--- src/rtl/prescale_pkg.sv ---
package prescale_pkg;

    localparam int HS_CNT_W = 9;
    localparam int PB_CNT_W = 4;

    localparam logic [1:0] ADDR_CFG   = 2'd0;
    localparam logic [1:0] ADDR_EN_HS = 2'd1;
    localparam logic [1:0] ADDR_EN_PA = 2'd2;
    localparam logic [1:0] ADDR_EN_PB = 2'd3;

    // configuration word, most significant field first
    typedef struct packed {
        logic [2:0] pb_code;
        logic [2:0] pa_code;
        logic [1:0] rsv_hi;
        logic [3:0] hs_code;
        logic [1:0] rsv_lo;
        logic [1:0] src_sel;
    } cfg_t;

    localparam logic [15:0] CFG_MASK = 16'hFCF3;

    // terminal count of the high-speed counter for a code
    function automatic logic [HS_CNT_W-1:0] hs_lim(input logic [3:0] code);
        logic [3:0] sh;
        if (!code[3])      sh = 4'd0;
        else if (!code[2]) sh = {2'b00, code[1:0]} + 4'd1;
        else               sh = {2'b00, code[1:0]} + 4'd6;
        return (HS_CNT_W'(1) << sh) - HS_CNT_W'(1);
    endfunction

    // terminal count of a peripheral counter for a code
    function automatic logic [PB_CNT_W-1:0] pb_lim(input logic [2:0] code);
        logic [3:0] sh;
        sh = code[2] ? ({2'b00, code[1:0]} + 4'd1) : 4'd0;
        return (PB_CNT_W'(1) << sh) - PB_CNT_W'(1);
    endfunction

endpackage

--- src/rtl/prescale_div.sv ---
module prescale_div #(
    parameter int CNT_W = 4
) (
    input  logic             clk,
    input  logic             rst,
    input  logic             in_en,
    input  logic [CNT_W-1:0] nxt_lim,
    output logic             out_en,
    output logic             half_en
);
    logic [CNT_W-1:0] cnt;
    logic [CNT_W-1:0] lim;
    logic             at_wrap;

    assign at_wrap = (cnt == lim);

    always_ff @(posedge clk) begin
        if (rst) begin
            cnt <= '0;
            lim <= '0;
        end else if (in_en) begin
            if (at_wrap) begin
                cnt <= '0;
                lim <= nxt_lim;
            end else begin
                cnt <= cnt + CNT_W'(1);
            end
        end
    end

    assign out_en  = in_en & at_wrap;
    assign half_en = in_en & (at_wrap | (cnt == (lim >> 1)));


    lim_at_wrap_chk: assert property (@(posedge clk) disable iff (rst)
        !$stable(lim) |-> $past(out_en));


    cnt_bound_chk: assert property (@(posedge clk) disable iff (rst)
        cnt <= lim);

endmodule

--- src/rtl/prescale_regs.sv ---
module prescale_regs
    import prescale_pkg::*;
#(
    parameter int               ADDR_W  = 2,
    parameter int               REG_W   = 32,
    parameter logic [REG_W-1:0] HS_IMPL = '1,
    parameter logic [REG_W-1:0] PA_IMPL = '1,
    parameter logic [REG_W-1:0] PB_IMPL = '1
) (
    input  logic              clk,
    input  logic              rst,
    input  logic              we,
    input  logic [ADDR_W-1:0] addr,
    input  logic [REG_W-1:0]  wdata,
    output logic [REG_W-1:0]  rdata,
    output logic [3:0]        hs_code,
    output logic [2:0]        pa_code,
    output logic [2:0]        pb_code,
    output logic [REG_W-1:0]  en_hs,
    output logic [REG_W-1:0]  en_pa,
    output logic [REG_W-1:0]  en_pb
);
    cfg_t             cfg_q;
    logic [REG_W-1:0] rd_mux;

    always_ff @(posedge clk) begin
        if (rst) begin
            cfg_q <= '0;
            en_hs <= '0;
            en_pa <= '0;
            en_pb <= '0;
        end else if (we) begin
            case (2'(addr))
                ADDR_CFG:   cfg_q <= cfg_t'(wdata[15:0] & CFG_MASK);
                ADDR_EN_HS: en_hs <= wdata & HS_IMPL;
                ADDR_EN_PA: en_pa <= wdata & PA_IMPL;
                default:    en_pb <= wdata & PB_IMPL;
            endcase
        end
    end

    always_comb begin
        case (2'(addr))
            ADDR_CFG:   rd_mux = {{(REG_W-16){1'b0}}, cfg_q};
            ADDR_EN_HS: rd_mux = en_hs;
            ADDR_EN_PA: rd_mux = en_pa;
            default:    rd_mux = en_pb;
        endcase
    end

    always_ff @(posedge clk) begin
        if (rst) rdata <= '0;
        else     rdata <= rd_mux;
    end

    assign hs_code = cfg_q.hs_code;
    assign pa_code = cfg_q.pa_code;
    assign pb_code = cfg_q.pb_code;


    en_impl_chk: assert property (@(posedge clk) disable iff (rst)
        ((en_hs & ~HS_IMPL) == '0) && ((en_pa & ~PA_IMPL) == '0) && ((en_pb & ~PB_IMPL) == '0));

endmodule

--- src/rtl/bus_prescale_tree.sv ---
module bus_prescale_tree
    import prescale_pkg::*;
#(
    parameter int               ADDR_W    = 2,
    parameter int               REG_W     = 32,
    parameter int               TICK_LOG2 = 3,
    parameter logic [REG_W-1:0] HS_IMPL   = 32'h0000_F0FF,
    parameter logic [REG_W-1:0] PA_IMPL   = 32'h0F7F_C03F,
    parameter logic [REG_W-1:0] PB_IMPL   = 32'h0077_3F33
) (
    input  logic              clk,
    input  logic              rst,
    input  logic              cfg_we,
    input  logic [ADDR_W-1:0] cfg_addr,
    input  logic [REG_W-1:0]  cfg_wdata,
    output logic [REG_W-1:0]  cfg_rdata,
    output logic              hs_en,
    output logic              fclk_en,
    output logic              tick_en,
    output logic              pa_en,
    output logic              pa_tmr_en,
    output logic              pb_en,
    output logic              pb_tmr_en,
    output logic [REG_W-1:0]  hs_gate,
    output logic [REG_W-1:0]  pa_gate,
    output logic [REG_W-1:0]  pb_gate
);
    logic [3:0]           hs_code;
    logic [2:0]           pa_code;
    logic [2:0]           pb_code;
    logic [REG_W-1:0]     en_hs;
    logic [REG_W-1:0]     en_pa;
    logic [REG_W-1:0]     en_pb;
    logic                 hs_half;
    logic [TICK_LOG2-1:0] tick_cnt;

    prescale_regs #(
        .ADDR_W(ADDR_W), .REG_W(REG_W),
        .HS_IMPL(HS_IMPL), .PA_IMPL(PA_IMPL), .PB_IMPL(PB_IMPL)
    ) u_regs (
        .clk(clk), .rst(rst), .we(cfg_we), .addr(cfg_addr), .wdata(cfg_wdata),
        .rdata(cfg_rdata), .hs_code(hs_code), .pa_code(pa_code), .pb_code(pb_code),
        .en_hs(en_hs), .en_pa(en_pa), .en_pb(en_pb)
    );

    prescale_div #(.CNT_W(HS_CNT_W)) u_hs_div (
        .clk(clk), .rst(rst), .in_en(1'b1), .nxt_lim(hs_lim(hs_code)),
        .out_en(hs_en), .half_en(hs_half)
    );

    prescale_div #(.CNT_W(PB_CNT_W)) u_pa_div (
        .clk(clk), .rst(rst), .in_en(hs_en), .nxt_lim(pb_lim(pa_code)),
        .out_en(pa_en), .half_en(pa_tmr_en)
    );

    prescale_div #(.CNT_W(PB_CNT_W)) u_pb_div (
        .clk(clk), .rst(rst), .in_en(hs_en), .nxt_lim(pb_lim(pb_code)),
        .out_en(pb_en), .half_en(pb_tmr_en)
    );

    always_ff @(posedge clk) begin
        if (rst)        tick_cnt <= '0;
        else if (hs_en) tick_cnt <= tick_cnt + TICK_LOG2'(1);
    end

    assign tick_en = hs_en & (&tick_cnt);
    assign fclk_en = hs_en | (hs_half & hs_en);

    assign hs_gate = {REG_W{hs_en}} & en_hs;
    assign pa_gate = {REG_W{pa_en}} & en_pa;
    assign pb_gate = {REG_W{pb_en}} & en_pb;


    reset_rate_chk: assert property (@(posedge clk) disable iff (rst)
        $past(rst) |-> (hs_en && pa_en && pb_en && pa_tmr_en && pb_tmr_en));


    pa_nested_chk: assert property (@(posedge clk) disable iff (rst)
        (pa_en || pb_en) |-> hs_en);


    tmr_nested_chk: assert property (@(posedge clk) disable iff (rst)
        (pa_en |-> pa_tmr_en) and (pb_en |-> pb_tmr_en));


    tick_nested_chk: assert property (@(posedge clk) disable iff (rst)
        tick_en |-> hs_en);


    gate_impl_chk: assert property (@(posedge clk) disable iff (rst)
        ((pa_gate & ~PA_IMPL) == '0) && ((pb_gate & ~PB_IMPL) == '0) && ((hs_gate & ~HS_IMPL) == '0));

endmodule

--- config.mk ---
export PLATFORM = sky130hd
export DESIGN_NAME = bus_prescale_tree
export DESIGN_NICKNAME = d
export VERILOG_FILES = /design/src/rtl/prescale_pkg.sv /design/src/rtl/prescale_div.sv /design/src/rtl/prescale_regs.sv /design/src/rtl/bus_prescale_tree.sv
export SDC_FILE = /design/constraint.sdc
export NUM_CORES = 1
export LEC_CHECK = 0
export ABC_AREA = 1
export CAP_MARGIN = 5
export CORE_ASPECT_RATIO = 1.4
export CORE_UTILIZATION = 40
export DETAILED_ROUTE_END_ITERATION = 8
export GPL_TIMING_DRIVEN = 0
export PLACE_DENSITY = 0.78
export SLEW_MARGIN = 20
export SYNTH_ARGS = -nofsm -noshare
export SYNTH_HDL_FRONTEND = slang
export SYNTH_SLANG_ARGS = --single-unit
export TNS_END_PERCENT = 1
--- constraint.sdc ---
create_clock -name clk -period 1.65 [get_ports clk]
set_input_delay 0.165 -clock clk [delete_from_list [all_inputs] [get_ports clk]]
set_output_delay 0.165 -clock clk [all_outputs]
set_load 0.01 [all_outputs]
==> results of run 1 <==
-- sequential cells by signal, summed over array words and instances (netlist names), 9 cells and up --
| signal | count |
|---|---|
| u_regs.en_pb | 16 |
| u_regs.en_pa | 19 |
| u_hs_div.lim | 9 |
| u_hs_div.cnt | 9 |
| u_regs.rdata | 27 |
| u_regs.en_hs | 12 |
-- cell usage in the layout (no fill, tap or decap), types with 22 or more instances in the layout --
| master | synthesis | layout |
|---|---|---|
| sky130_fd_sc_hd__nor2_1 | 99 | 80 |
| sky130_fd_sc_hd__dfxtp_1 | 123 | 104 |
| sky130_fd_sc_hd__inv_1 | 106 | 100 |
| sky130_fd_sc_hd__buf_4 | 57 | 72 |
| sky130_fd_sc_hd__nand2_1 | 142 | 129 |
| sky130_fd_sc_hd__buf_6 | 6 | 22 |
| sky130_fd_sc_hd__clkdlybuf4s15_2 | 0 | 22 |
| sky130_fd_sc_hd__a21oi_1 | 75 | 75 |
| sky130_fd_sc_hd__conb_1 | 1 | 54 |
| sky130_fd_sc_hd__o21ai_0 | 80 | 79 |
| sky130_fd_sc_hd__nor2_4 | 20 | 31 |
| sky130_fd_sc_hd__clkdlybuf4s50_1 | 0 | 55 |
-- logic make-up after synthesis --
group                    count (synthesis)
AO/OA/AOI/OAI                          167
XOR/XNOR                                22
adder cells (fa/ha/maj)                 11
buffers and inverters                  202
flip-flops                             123
multiplexers                             1
other                                    1
AND/OR/NAND/NOR                        309
-- final cells by class --
class | count | area share (%)
Tap cell | 192 | 2.67
Clock inverter | 14 | 2.45
Clock buffer | 18 | 4.88
Buffer | 87 | 7.35
Multi-Input combinational cell | 564 | 34.9
Sequential cell | 123 | 27.8
Timing Repair Buffer | 134 | 15.1
Inverter | 114 | 4.81
-- final timing paths --
kind                                         from                to  slack (ns)  depth (start not counted)
worst max-delay path              u_hs_div.lim[6]       pb_gate[11]       -0.59                         11
worst min-delay path                          rst  u_regs.rdata[19]        0.20                          2
worst max register to register  u_regs.hs_code[1]   u_hs_div.lim[8]       -0.10                         13
worst min register to register        tick_cnt[1]       tick_cnt[1]        0.45                          2
-- power groups by stage --
stage          logic, mW  registers (mW)  clock network [mW]
3_3_place_gp        4.88            3.57                   0
5_1_grt             7.68            3.60                4.27
2_1_floorplan       3.36            3.54                   0
4_1_cts             6.68            3.54                4.13
6_report            7.19            3.56                4.14
3_5_place_dp        4.95            3.59                   0
-- timing repair --
item / in CTS / in global routing
pin swaps: 12 / 10
gates cloned: 2 / 0
buffers inserted: 18 / 3
hold buffers: 0 / 0
gates resized for setup: 270 / 57
endpoints found under the setup margin: 76 / 104
-- routing by layer --
metal	vias to the layer above	wire length (um)
met3	79	1230
met1	2800	7030
met4	0	995
li1	2939	-
met2	305	10000
met5	-	0
-- stage by stage --
step / cells / power [mW] / hold WS [ns] / TNS (ns) / utilization [%]
after floorplan: 889 / 6.90 / 0.332 / 0 / -
after global placement: 1192 / 8.45 / 0.434 / -49.26 / 51.4
after detailed placement: 1192 / 8.54 / 0.446 / -50.75 / 51.4
after CTS: 1243 / 14.3 / 0.196 / -28.12 / 58.4
after global routing: 1246 / 15.5 / 0.217 / -31.55 / 59.7
final: 1246 / 14.9 / 0.204 / -27.16 / 59.7
==> impl.org, run 1 <==
** Global routing
- For this run, global-route usage on met2 was measured as between 40 and 50%.
- Global-route layer with the greatest usage :: met2
- Entering global routing, the biggest net connects 17 pins.
- Overall global routing resource usage :: about a quarter
- Wire length of the first global-routing pass :: 29400 um
- Met1 usage in global routing :: between 20% and 30%
- Met3 Track Usage GR :: approximately 4.7%
- Total congestion overflow after global routing :: 0
- Antenna violations before repair :: 0
- The via count of the first global-routing pass came to around 6k.

** Synth
- Top cell type's share of synthesized area :: between 30% and 40%
- After synthesis, the cell types taking the most area are sky130_fd_sc_hd__dfxtp_1, sky130_fd_sc_hd__nand2_1, sky130_fd_sc_hd__buf_4, sky130_fd_sc_hd__o21ai_0, sky130_fd_sc_hd__inv_1.
- Gate count after technology mapping :: 836
- Number of warnings issued by yosys :: 0
- The synthesized netlist devotes 23.7% of its cell area to simple gates.
- By instance count, the leading cell after synthesis is sky130_fd_sc_hd__nand2_1.
- Register bit total from synthesis :: about 120
- Yosys top cell by area :: sky130_fd_sc_hd__dfxtp_1
- FFs w/ async S/R, synth :: 0%
- In this run the cell area of the synthesized design comes to 6180 um^2.
- Yosys mapped a number of flops with a built-in enable equal to 0.
- Arithmetic-cell share of the synthesized area counting full adders, half adders and majority gates :: under 10%
- Of the synthesized area, sequential elements account for 39.9%.
- Summing the areas of all xor and xnor instances in the mapped netlist gives under 10% of the synthesized area.
- Portion of netlist area occupied by mux cells :: less than 1%
- Ranked by instance count, the synthesized netlist is headed by sky130_fd_sc_hd__nand2_1, sky130_fd_sc_hd__dfxtp_1, sky130_fd_sc_hd__inv_1.
- After synthesis, the largest family of logic cells by area is simple AND/OR/NAND/NOR gates.
- In this run the mean area of a mapped cell was 7.39 um^2.
- Most used flip-flop cell after synthesis :: sky130_fd_sc_hd__dfxtp_1
- Synth Area in Compound Gates :: 14.0%
- The netlist uses 35 different library cells.

** STA
- The hold violation count in the final report is 0.
- Slew margin rel. :: 50.8%
- For the final database, setup skew stands at between 0.006 and 0.007 ns.
- Post-route clock period utilization :: 136%
- Setup violations remaining at the end of the flow were counted as 60.
- The max-slew violation count was 0.
- At the pin with the least slew margin, the transition time is 0.739 ns.
- Setup repair after global routing missed its margin :: true
- After layout, the worst setup slack is -0.591 ns.
- Derived from the worst setup path, the maximum achievable clock frequency is about 0.45 GHz.
- After layout, the minimum clock period comes to 2.24 ns.

** Place
- Half-perimeter wire length of the detailed placement result :: ~13000 um
- At the end of routability-driven placement, the weighted congestion stood at 0.875.
- Number of I/O port buffers :: about 110
- Placed standard-cell area :: between 7000 and 8000 um^2
- Pre-CTS worst setup slack :: -0.637 ns

** Worst setup path
- Arrival @ worst endpoint :: between 2 and 2.5 ns
- Among all stages on the critical path, the largest delay is contributed by sky130_fd_sc_hd__dfxtp_4.
- Max FO, Critical Path :: 5
- Nature of the critical path startpoint :: flip-flop
- List of cells traversed by the critical path :: inv_2 > nand2_2 > nand4_4 > nor2_8 > buf_12 > buf_12 > nand3_4 > buf_8 > buf_8 > nor2_2 > buf_2
- Together, buffers and inverters on the worst path number 6.
- Family with the most delay on the worst path :: buffers and inverters
- The worst setup path is of the flip-flop to output pin kind.
- For the worst setup path, the data required time is 1.48 ns.
- STA classifies the critical path endpoint as an output pin.
- Slowest stage delay, CP :: 0.37 ns

** Power
- Per report_power, the clock group accounts for 27.8% of the total.
- The analysis attributes to net switching a power of roughly 5.5 mW.
- Dividing total power by cell area gives a power density of around 1700 nW/um^2.
- The worst-case IR drop observed on VDD is 0.000942 V.
- Per report_power, the sequential group accounts for between 20% and 30% of the total.
- Share of total power consumed by net switching :: a little under two fifths
- Cell internal power dissipation :: approximately 9.4 mW
- Leakage power :: just under 4 nW
- Part of the power in combinational logic :: between 40% and 50%

** Floorplanning
- between 150 and 200 I/O pins were placed.
- From bottom edge to top edge, the die measures 149 um.
- From left edge to right edge, the die measures 107 um.
- Number of placement rows :: 53
- The total area inside the core boundary comes to roughly 15000 um^2.
- Once the floorplan was initialized, standard cells occupied between 40 and 50% of the core.
- The floorplan step defined a die boundary enclosing between 15000 and 20000 um^2.

** Status
- The run finished, with violations left.
- Violations in the final reports :: setup timing

** Drt
- Antenna viol nets, final :: 0
- The detailed router placed 6123 vias in this run.
- Routed WL :: between 15000 and 20000 um
- Routed via count divided by cell count :: 4.91
- The detailed router finished its first iteration with around 450 violations.
- After detailed routing, the average wire length per cell comes to about 15 um.
- For this run, design rule violations remaining after detail routing come to 0.
- Initial DRT Pass Iterations :: 6

** Min path
- Class of the tightest hold or removal check :: primary input to flip-flop

** Cells and area
- For this run, the post-layout net count is 1089.
- Fillers :: 1231
- Compared with the post-synthesis result, the final layout area differs by 45.6%.
- Sequential cell area :: 2500 um^2
- Total inserted antenna cells :: 0
- Summing all multi-input logic gate instances after layout gives around 3100 um^2.
- Fraction of layout cells with a size suffix above 1 :: 27.6%
- With fillers left out, the area of the finished cells amounts to 8990 um^2.

** Flow run
- Across the run, the number of max-cap violations was 0.

** Clock tree
- CTS Buf Count :: 17
- The longest clock path from root to sink contains 2 buffers.
- In this run the clock root is driven by a sky130_fd_sc_hd__clkbuf_16.
- TritonCTS built the clock tree.
- H-tree depth :: 4
- The tree built by TritonCTS fans out to 123 sinks.
- At the later pin of the worst-skew pair, clock insertion delay measures 0.42 ns.
- Clock transition at path regs :: 0.06 ns
Power figures use the tool's default switching activity.
==> run 2: changes to the inputs <==
--- a/config.mk
+++ b/config.mk
@@ -12,7 +12,6 @@
 export DETAILED_ROUTE_END_ITERATION = 8
 export GPL_TIMING_DRIVEN = 0
 export PLACE_DENSITY = 0.78
-export SLEW_MARGIN = 20
 export SYNTH_ARGS = -nofsm -noshare
 export SYNTH_HDL_FRONTEND = slang
 export SYNTH_SLANG_ARGS = --single-unit
==> results of run 2 <==
Final layout, timing and power as in run 1 (identical DEF).
